[src/rtl/tlb_wig_pkg.sv]
package tlb_wig_pkg;

   typedef enum logic [1:0] {
      RMODE_LOW0  = 2'b00,
      RMODE_LOW1  = 2'b01,
      RMODE_WIDE  = 2'b10,
      RMODE_NARROW = 2'b11
   } rmode_e;

   typedef enum logic {
      PAGE_8K = 1'b0,
      PAGE_4M = 1'b1
   } page_e;

   // A 4 MB region exists only when the upper mode bit is set.
   function automatic logic big_region_ok(input rmode_e m);
      return (m == RMODE_WIDE) || (m == RMODE_NARROW);
   endfunction

endpackage

[src/rtl/tlb_wig_slice.sv]
module tlb_wig_slice
   import tlb_wig_pkg::*;
#(
   parameter int VA_W      = 64,
   parameter int SET_W     = 9,
   parameter int SMALL_LSB = 13,
   parameter int BIG_LSB   = 22
) (
   input  logic [VA_W-1:0]  va_i,
   input  page_e            page_i,
   input  rmode_e           mode_i,
   output logic [SET_W-1:0] va_idx_o,
   output logic [SET_W-1:0] idx_mask_o,
   output logic             narrow_o,
   output logic             region_ok_o
);

   localparam logic [SET_W-1:0] FULL_MASK   = '1;
   localparam logic [SET_W-1:0] NARROW_MASK = FULL_MASK >> 1;

   if (VA_W < BIG_LSB + SET_W) begin : g_bad_va
      $error("tlb_wig_slice: VA_W too narrow for the 4 MB index slice");
   end
   if (BIG_LSB <= SMALL_LSB) begin : g_bad_lsb
      $error("tlb_wig_slice: BIG_LSB must lie above SMALL_LSB");
   end

   always_comb begin
      narrow_o    = (page_i == PAGE_4M) && (mode_i == RMODE_NARROW);
      region_ok_o = (page_i == PAGE_8K) || big_region_ok(mode_i);
      va_idx_o    = (page_i == PAGE_4M) ? va_i[BIG_LSB +: SET_W]
                                        : va_i[SMALL_LSB +: SET_W];
      idx_mask_o  = narrow_o ? NARROW_MASK : FULL_MASK;
   end

endmodule

[src/rtl/tlb_wig_cmp.sv]
module tlb_wig_cmp #(
   parameter int SET_W = 9
) (
   input  logic [SET_W-1:0] va_idx_i,
   input  logic [SET_W-1:0] ent_idx_i,
   input  logic [SET_W-1:0] mask_i,
   output logic             match_o
);

   logic [SET_W-1:0] bit_ok;

   for (genvar b = 0; b < SET_W; b++) begin : g_bit
      assign bit_ok[b] = !mask_i[b] || (va_idx_i[b] == ent_idx_i[b]);
   end

   assign match_o = &bit_ok;

endmodule

[src/rtl/tlb_wig_map.sv]
module tlb_wig_map
   import tlb_wig_pkg::*;
#(
   parameter int SET_W     = 9,
   parameter bit MAP_ADDER = 1'b0,
   localparam int ENT_W    = SET_W + 2
) (
   input  page_e            page_i,
   input  logic             narrow_i,
   input  logic             way_i,
   input  logic [SET_W-1:0] idx_i,
   input  logic [SET_W-1:0] mask_i,
   output logic [ENT_W-1:0] num_o
);

   localparam int REGION = 2 ** SET_W;
   localparam int HALF   = REGION / 2;

   logic [SET_W-1:0] idx_m;
   assign idx_m = idx_i & mask_i;

   if (SET_W < 2) begin : g_bad_set
      $error("tlb_wig_map: SET_W must be at least 2");
   end

   if (MAP_ADDER) begin : g_adder
      logic [ENT_W-1:0] base, way_off;
      always_comb begin
         base    = (page_i == PAGE_4M) ? ENT_W'(2 * REGION) : '0;
         way_off = !way_i   ? '0
                 : narrow_i ? ENT_W'(HALF)
                 :            ENT_W'(REGION);
         num_o   = base + way_off + ENT_W'(idx_m);
      end
   end else begin : g_concat
      // Region bases and way offsets are powers of two, so the sum is a
      // field concatenation.
      always_comb begin
         if (narrow_i)
            num_o = {1'b1, 1'b0, way_i, idx_m[SET_W-2:0]};
         else
            num_o = {page_i == PAGE_4M, way_i, idx_m};
      end
   end

endmodule

[src/rtl/tlb_wr_idx_guard.sv]
module tlb_wr_idx_guard
   import tlb_wig_pkg::*;
#(
   parameter int VA_W      = 64,
   parameter int SET_W     = 9,
   parameter int SMALL_LSB = 13,
   parameter int BIG_LSB   = 22,
   parameter bit MAP_ADDER = 1'b0,
   localparam int ENT_W    = SET_W + 2
) (
   input  logic             clk,
   input  logic             rst_n,
   input  logic             store_i,
   input  logic [VA_W-1:0]  tag_va_i,
   input  logic             pg_big_i,
   input  logic [1:0]       rmode_i,
   input  logic             ent_valid_i,
   input  logic [SET_W-1:0] ent_idx_i,
   input  logic             way_i,
   output logic             wr_en_o,
   output logic [ENT_W-1:0] entry_num_o,
   output logic             cfg_err_o
);

   page_e            page;
   rmode_e           mode;
   logic [SET_W-1:0] va_idx, idx_mask;
   logic             narrow, region_ok, match, do_write;
   logic [ENT_W-1:0] num_c;

   assign page = page_e'(pg_big_i);
   assign mode = rmode_e'(rmode_i);

   tlb_wig_slice #(
      .VA_W(VA_W), .SET_W(SET_W), .SMALL_LSB(SMALL_LSB), .BIG_LSB(BIG_LSB)
   ) slice_i (
      .va_i(tag_va_i), .page_i(page), .mode_i(mode),
      .va_idx_o(va_idx), .idx_mask_o(idx_mask),
      .narrow_o(narrow), .region_ok_o(region_ok)
   );

   tlb_wig_cmp #(.SET_W(SET_W)) cmp_i (
      .va_idx_i(va_idx), .ent_idx_i(ent_idx_i), .mask_i(idx_mask),
      .match_o(match)
   );

   tlb_wig_map #(.SET_W(SET_W), .MAP_ADDER(MAP_ADDER)) map_i (
      .page_i(page), .narrow_i(narrow), .way_i(way_i),
      .idx_i(ent_idx_i), .mask_i(idx_mask), .num_o(num_c)
   );

   // An invalid entry bypasses the index comparison (demap path).
   assign do_write = region_ok && (!ent_valid_i || match);

   always_ff @(posedge clk or negedge rst_n) begin
      if (!rst_n) begin
         wr_en_o     <= 1'b0;
         entry_num_o <= '0;
         cfg_err_o   <= 1'b0;
      end else begin
         wr_en_o     <= store_i && do_write;
         entry_num_o <= (store_i && do_write) ? num_c : '0;
         cfg_err_o   <= store_i && !region_ok;
      end
   end

endmodule

[config.mk]
export PLATFORM = sky130hd
export DESIGN_NAME = tlb_wr_idx_guard
export DESIGN_NICKNAME = d
export VERILOG_FILES = /design/src/rtl/tlb_wig_pkg.sv /design/src/rtl/tlb_wig_slice.sv /design/src/rtl/tlb_wig_cmp.sv /design/src/rtl/tlb_wig_map.sv /design/src/rtl/tlb_wr_idx_guard.sv
export SDC_FILE = /design/constraint.sdc
export NUM_CORES = 1
export LEC_CHECK = 0
export BUFFER_PORTS_ARGS = -buffer_cell sky130_fd_sc_hd__buf_2
export CAP_MARGIN = 30
export CORE_MARGIN = 1.5
export CORE_UTILIZATION = 33
export CTS_CLUSTER_DIAMETER = 100
export DETAILED_ROUTE_END_ITERATION = 8
export HOLD_SLACK_MARGIN = 0.02
export PLACE_DENSITY = 0.83
export SLEW_MARGIN = 0
export SYNTH_ARGS = -nofsm -noshare
export SYNTH_HDL_FRONTEND = slang
export SYNTH_SLANG_ARGS = --single-unit
export TNS_END_PERCENT = 50
[constraint.sdc]
create_clock -name clk -period 0.9 [get_ports clk]
set_clock_uncertainty 0.05 [all_clocks]
set_input_delay 0.045 -clock clk [delete_from_list [all_inputs] [get_ports clk]]
set_output_delay 0.045 -clock clk [all_outputs]
set_load 0.01 [all_outputs]
# After elaboration in Yosys (flattened, before gate mapping)

Index checks and enable logic that the tools add are counted.

Add/sub/neg operators: 0
Eq/ne operators: 11
Muxes and demuxes: 4
Shift operators: 0
Reductions and logical operators: 28
Divide/modulo/power cells: 0
Bitwise logic cells: 2
Multiply operators: 0
$lt $le $gt $ge: 0

Operators with widths:

| cell                                 | count |
|---|---|
| two-way mux 11 bit                   | 2 |
| two-way mux 9 bit                    | 2 |
| logical OR 1 bit                     | 12 |
| zero test 1 bit                      | 11 |
| AND 9 bit                            | 1 |
| == test 1 bit                        | 9 |
| AND reduction 9 bit                  | 1 |
| == test 2 bit, second input constant | 2 |
| logical AND 1 bit                    | 4 |
| NOT 1 bit                            | 1 |

ROM bits: 0
Output and inout bits: 13
Word-level logic and storage cells: 48
Memories kept: 0
Memory bits (writable): 0
Latch bits: 0
Register bits: 13
Input bits: 81

# Logic depth before layout (Yosys ltp)

Word-level depth: 10
Gate-level depth with buffers: 8
Gate-level depth less buffers: 5

# Hierarchy

A second synthesis with hierarchy kept.

Cell total of the unflattened synthesis: 80
Area total of the unflattened synthesis: 925.9 µm²

Modules (own cells, without submodules):

| module           | cells an instance | times used | seq. area each (µm²) | area each (µm²) |
|---|---|---|---|---|
| tlb_wr_idx_guard | 31                | 1          | 325.3                | 510.5 |
| tlb_wig_slice    | 22                | 1          | 0.0                  | 220.2 |
| tlb_wig_cmp      | 14                | 1          | 0.0                  | 120.1 |
| tlb_wig_map      | 13                | 1          | 0.0                  | 75.1 |

# Worst setup path after synthesis

Ideal clock, no wire load.

Path kind: input port to flip-flop
Start point: in pg_big_i
End point: reg entry_num_o[2]
Library setup time: 0.084 ns
Path buffers: 3
Setup slack: -0.478 ns
Data arrival time: 1.245 ns
Stages: 8
Data required time: 0.766 ns
Cells stage by stage: buf_6 -> buf_6 -> mux2i_1 -> xnor2_1 -> nor4_1 -> a31oi_1 -> buf_6 -> nor3b_2

Cells in the longest elaborated chain, start to end: 9
Elaborated cells between the ends (all ways): 29
Those cells by class: 9 x eq/ne; 3 x mux; 1 x bitwise; 16 x reduce/logical

RTL lines:

| item                   | RTL line               | RTL |
|---|---|---|
| start, declared        | tlb_wr_idx_guard.sv:15 | `input logic pg_big_i,` |
| logical AND 1 bit      | tlb_wig_slice.sv:29    | `narrow_o = (page_i == PAGE_4M) && (mode_i == RMODE_NARROW);` |
| two-way mux 9 bit      | tlb_wig_slice.sv:33    | `idx_mask_o = narrow_o ? NARROW_MASK : FULL_MASK;` |
| zero test 1 bit        | tlb_wig_cmp.sv:13      | `assign bit_ok[b] = !mask_i[b] \|\| (va_idx_i[b] == ent_idx_i[b]);` |
| logical OR 1 bit       | tlb_wig_cmp.sv:13      |  |
| AND reduction 9 bit    | tlb_wig_cmp.sv:16      | `assign match_o = &bit_ok;` |
| logical OR 1 bit       | tlb_wr_idx_guard.sv:53 | `assign do_write = region_ok && (!ent_valid_i \|\| match);` |
| logical AND 1 bit (*)  | tlb_wr_idx_guard.sv:53 |  |
| logical AND 1 bit (*)  | tlb_wr_idx_guard.sv:62 | `entry_num_o <= (store_i && do_write) ? num_c : '0;` |
| two-way mux 11 bit (*) | tlb_wr_idx_guard.sv:62 |  |
| end signal, assigned   | tlb_wr_idx_guard.sv:62 |  |
| end, declared          | tlb_wr_idx_guard.sv:21 | `output logic [ENT_W-1:0] entry_num_o,` |

Every way passes the cells marked *; elsewhere a longest branch is shown, timed or not.

# Worst setup path after layout

Start point: in pg_big_i
End point: reg entry_num_o[1]

Same word-level chain as after synthesis.

==> flow_summary_export.csv <==
group,metric,value,unit
outcome,status,"finished with violations",
outcome,violations,"setup timing",
yosys,ys_seq_area_share,44.4,%
floorplanning,die-area,0.00251,sq mm
yosys,avgSynthCellArea,11.6,sq um
layout,fin_nets,213,
timing,rsz0062_at_grt,"true",
clocking,clk_path_buf_depth,2,
grt,grt_use_met1,20.0,%
detailed_routing,num_vias,732,
clocking,post_cts_buffers,0,
clocking,cts_tree,"yes",
floorplanning,num_rows,16,
yosys,ys_top_cells_by_count,"dfrtp_1 (13), xnor2_1 (10), mux2i_1 (8)",
worst_setup_path,crit_fanout,12,
grt,grt_pass1_wl,3260,um
worst_setup_path,cp_num_buf_inv,2,
timing,slew_headroom,80.7,%
floorplanning,die_w,50.1,um
yosys,ys_top_cells_by_area,"dfrtp_1 (44%), nor3b_2 (12%), xnor2_1 (12%)",
grt,grt_use_met3,4.76,%
detailed_routing,drc_errors,0,
clocking,cts_made_buffers,3,
timing,setup_viol,12,
worst_setup_path,cp_data_arrival_time,1310,ps
timing,slew_violations,0,
placed_design,hpwl,1480,um
detailed_routing,first_pass_iters,4,
power,p_leak,0.634,nW
layout,register_area,325,sq um
floorplanning,die_h,50.1,um
min_path,hp-class,"input pin to register",
worst_setup_path,cp-end-kind,"register",
detailed_routing,wl_per_cell,13.7,um
yosys,netlist_area,733,sq um
timing,worstMarginPinSlew,289,ps
yosys,syn_inst,63,
grt,busiest_layer,"met2",
layout,drive_gt1_share,55.7,%
yosys,async_reset_ff_share,100,%
placed_design,io_buffers,47,
yosys,yosys_most_used_dff,"dfrtp_1",
timing,whs,80.5,ps
grt,antenna_found_initial,0,
clocking,cts_root_buf,"clkbuf_4",
timing,finalCritPeriodShare,128,%
worst_setup_path,cpLargestDelayFamily,"simple AND/OR/NAND/NOR gates",
floorplanning,ios,94,
timing,fin_crit,1160,ps
worst_setup_path,required,1050,ps
layout,fin_area,0.00123,sq mm
worst_setup_path,cp_slowest_cell,"nor4_1",
flow_run,drv_cap,0,
yosys,synth_edf_count,0,
yosys,synth_area_leader_cell,"dfrtp_1",
grt,use_met2,32.0,%
grt,grt_pass1_vias,739,
floorplanning,initial_core_util,36.3,%
layout,diodes,0,
worst_setup_path,cp-start-kind,"input pin",
detailed_routing,vias_per_cell,4.63,
grt,overflow,0,
timing,finalHoldViolations,0,
yosys,ys_ff_latch,13,
layout,fillCellCount,173,
timing,setup_ws,-256,ps
worst_setup_path,path_class,"input pin to register",
clocking,cts.sinks,13,
worst_setup_path,crit_chain,"buf_12 -> mux2i_4 -> xnor2_1 -> nor4_1 -> a31oi_1 -> buf_6 -> nor3b_4",
yosys,ys_warn_count,0,
yosys,synth.distinct_cells,18,
placed_design,gp_congestion,0.795,
yosys,synth.most_common_cell,"dfrtp_1",
timing,clock.fmax,865,MHz
yosys,synthDominantCellAreaShare,44.4,%
layout,multiInputGateArea,395,sq um
clocking,h-tree-depth,1,
detailed_routing,ant_nets,0,
detailed_routing,routed_wl,2170,um
layout,area_growth,67.6,%
grt,grt_start_max_net_pins,14,
detailed_routing,drt_iter0_markers,18,
floorplanning,core,0.00202,sq mm
power,power_density,1130,mW/mm^2
yosys,syn_nets,144,
placed_design,placed_cell_area,0.00104,sq mm
power,ir_drop,0.000577,V
clocking,clk_pin_slew,80,ps
grt,track_usage,17.9,%
worst_setup_path,critical_path.max_stage_delay,280,ps
## sequential cells by signal, indices dropped and copies added (netlist names)
register,cells
cfg_err_o,1
entry_num_o,11
wr_en_o,1
## cells in the final DEF (no fill, tap or decap), drive strengths merged
cell type and n:
nand2 1, nor3 1, a21oi 2, nor2 3, xnor2 10, o21ai 2, dfrtp 13, nor3b 9
inv 4, a2bb2oi 1, clkbuf 4, a31oi 1, dlygate4sd3 10, and3 1, mux2i 8, nor4 2
buf 57, nand3 2
## final cells by class
| class | instances | share of cell area [%] |
|---|---|---|
| clock buffer | 4 | 2.14 |
| inverter | 4 | 1.22 |
| multi-input combinational | 43 | 32.2 |
| sequential | 13 | 26.5 |
| tap | 27 | 2.75 |
| timing repair buffer | 67 | 35.2 |
## layer usage
metal / part of all wire (%) / wire [um] / vias to the layer above
li1: - / - / 353
met5: 0 / 0 / -
met2: 51 / 1110 / 40
met3: 7.8 / 168 / 2
met4: 0.97 / 21 / 0
met1: 40 / 869 / 337
## report_power, final
part           switching [W]  leakage (nW)  internal, W
Clock               0.000196        0.0150     0.000172
Combinational       0.000181         0.443     0.000228
Sequential        0.00000524         0.176     0.000604
Total               0.000382         0.634      0.00100
## cell families after synthesis
family	count (synthesis)	synth area share, %
AND/OR/NAND/NOR	19	21.3
XOR/XNOR	10	11.9
AO/OA/AOI/OAI	6	4.78
multiplexers	8	10.9
flip-flops	13	44.4
buffers and inverters	7	6.65
## worst paths after layout
check                              from             end  cells after the start  slack [ps]
worst min-delay path       ent_idx_i[0]  entry_num_o[0]                      3          80
max in group asynchronous         rst_n  entry_num_o[9]                      2         450
worst max-delay path           pg_big_i  entry_num_o[1]                      7        -260
min in group asynchronous         rst_n  entry_num_o[1]                      2         120
## timing repair
action                     CTS  global route
setup endpoints to repair   12            19
hold buffers                 9             1
hold endpoints to repair    23             1
pin swaps                    2             2
gates resized for setup      9             4
## through the flow
step / utilization, % / setup WS, ps / power (W) / cells / setup TNS [ps]
after CTS: 59.3 / -229 / 0.00136 / 157 / -2250
final: 60.8 / -256 / 0.00139 / 158 / -2200
after detailed placement: 51.6 / -728 / 0.000955 / 144 / -8140
after global routing: 60.8 / -333 / 0.00145 / 158 / -3330
after global placement: 51.6 / -613 / 0.000943 / 144 / -6830
after floorplan: - / -466 / 0.000796 / 63 / -5320
Power figures use the tool's default switching activity.
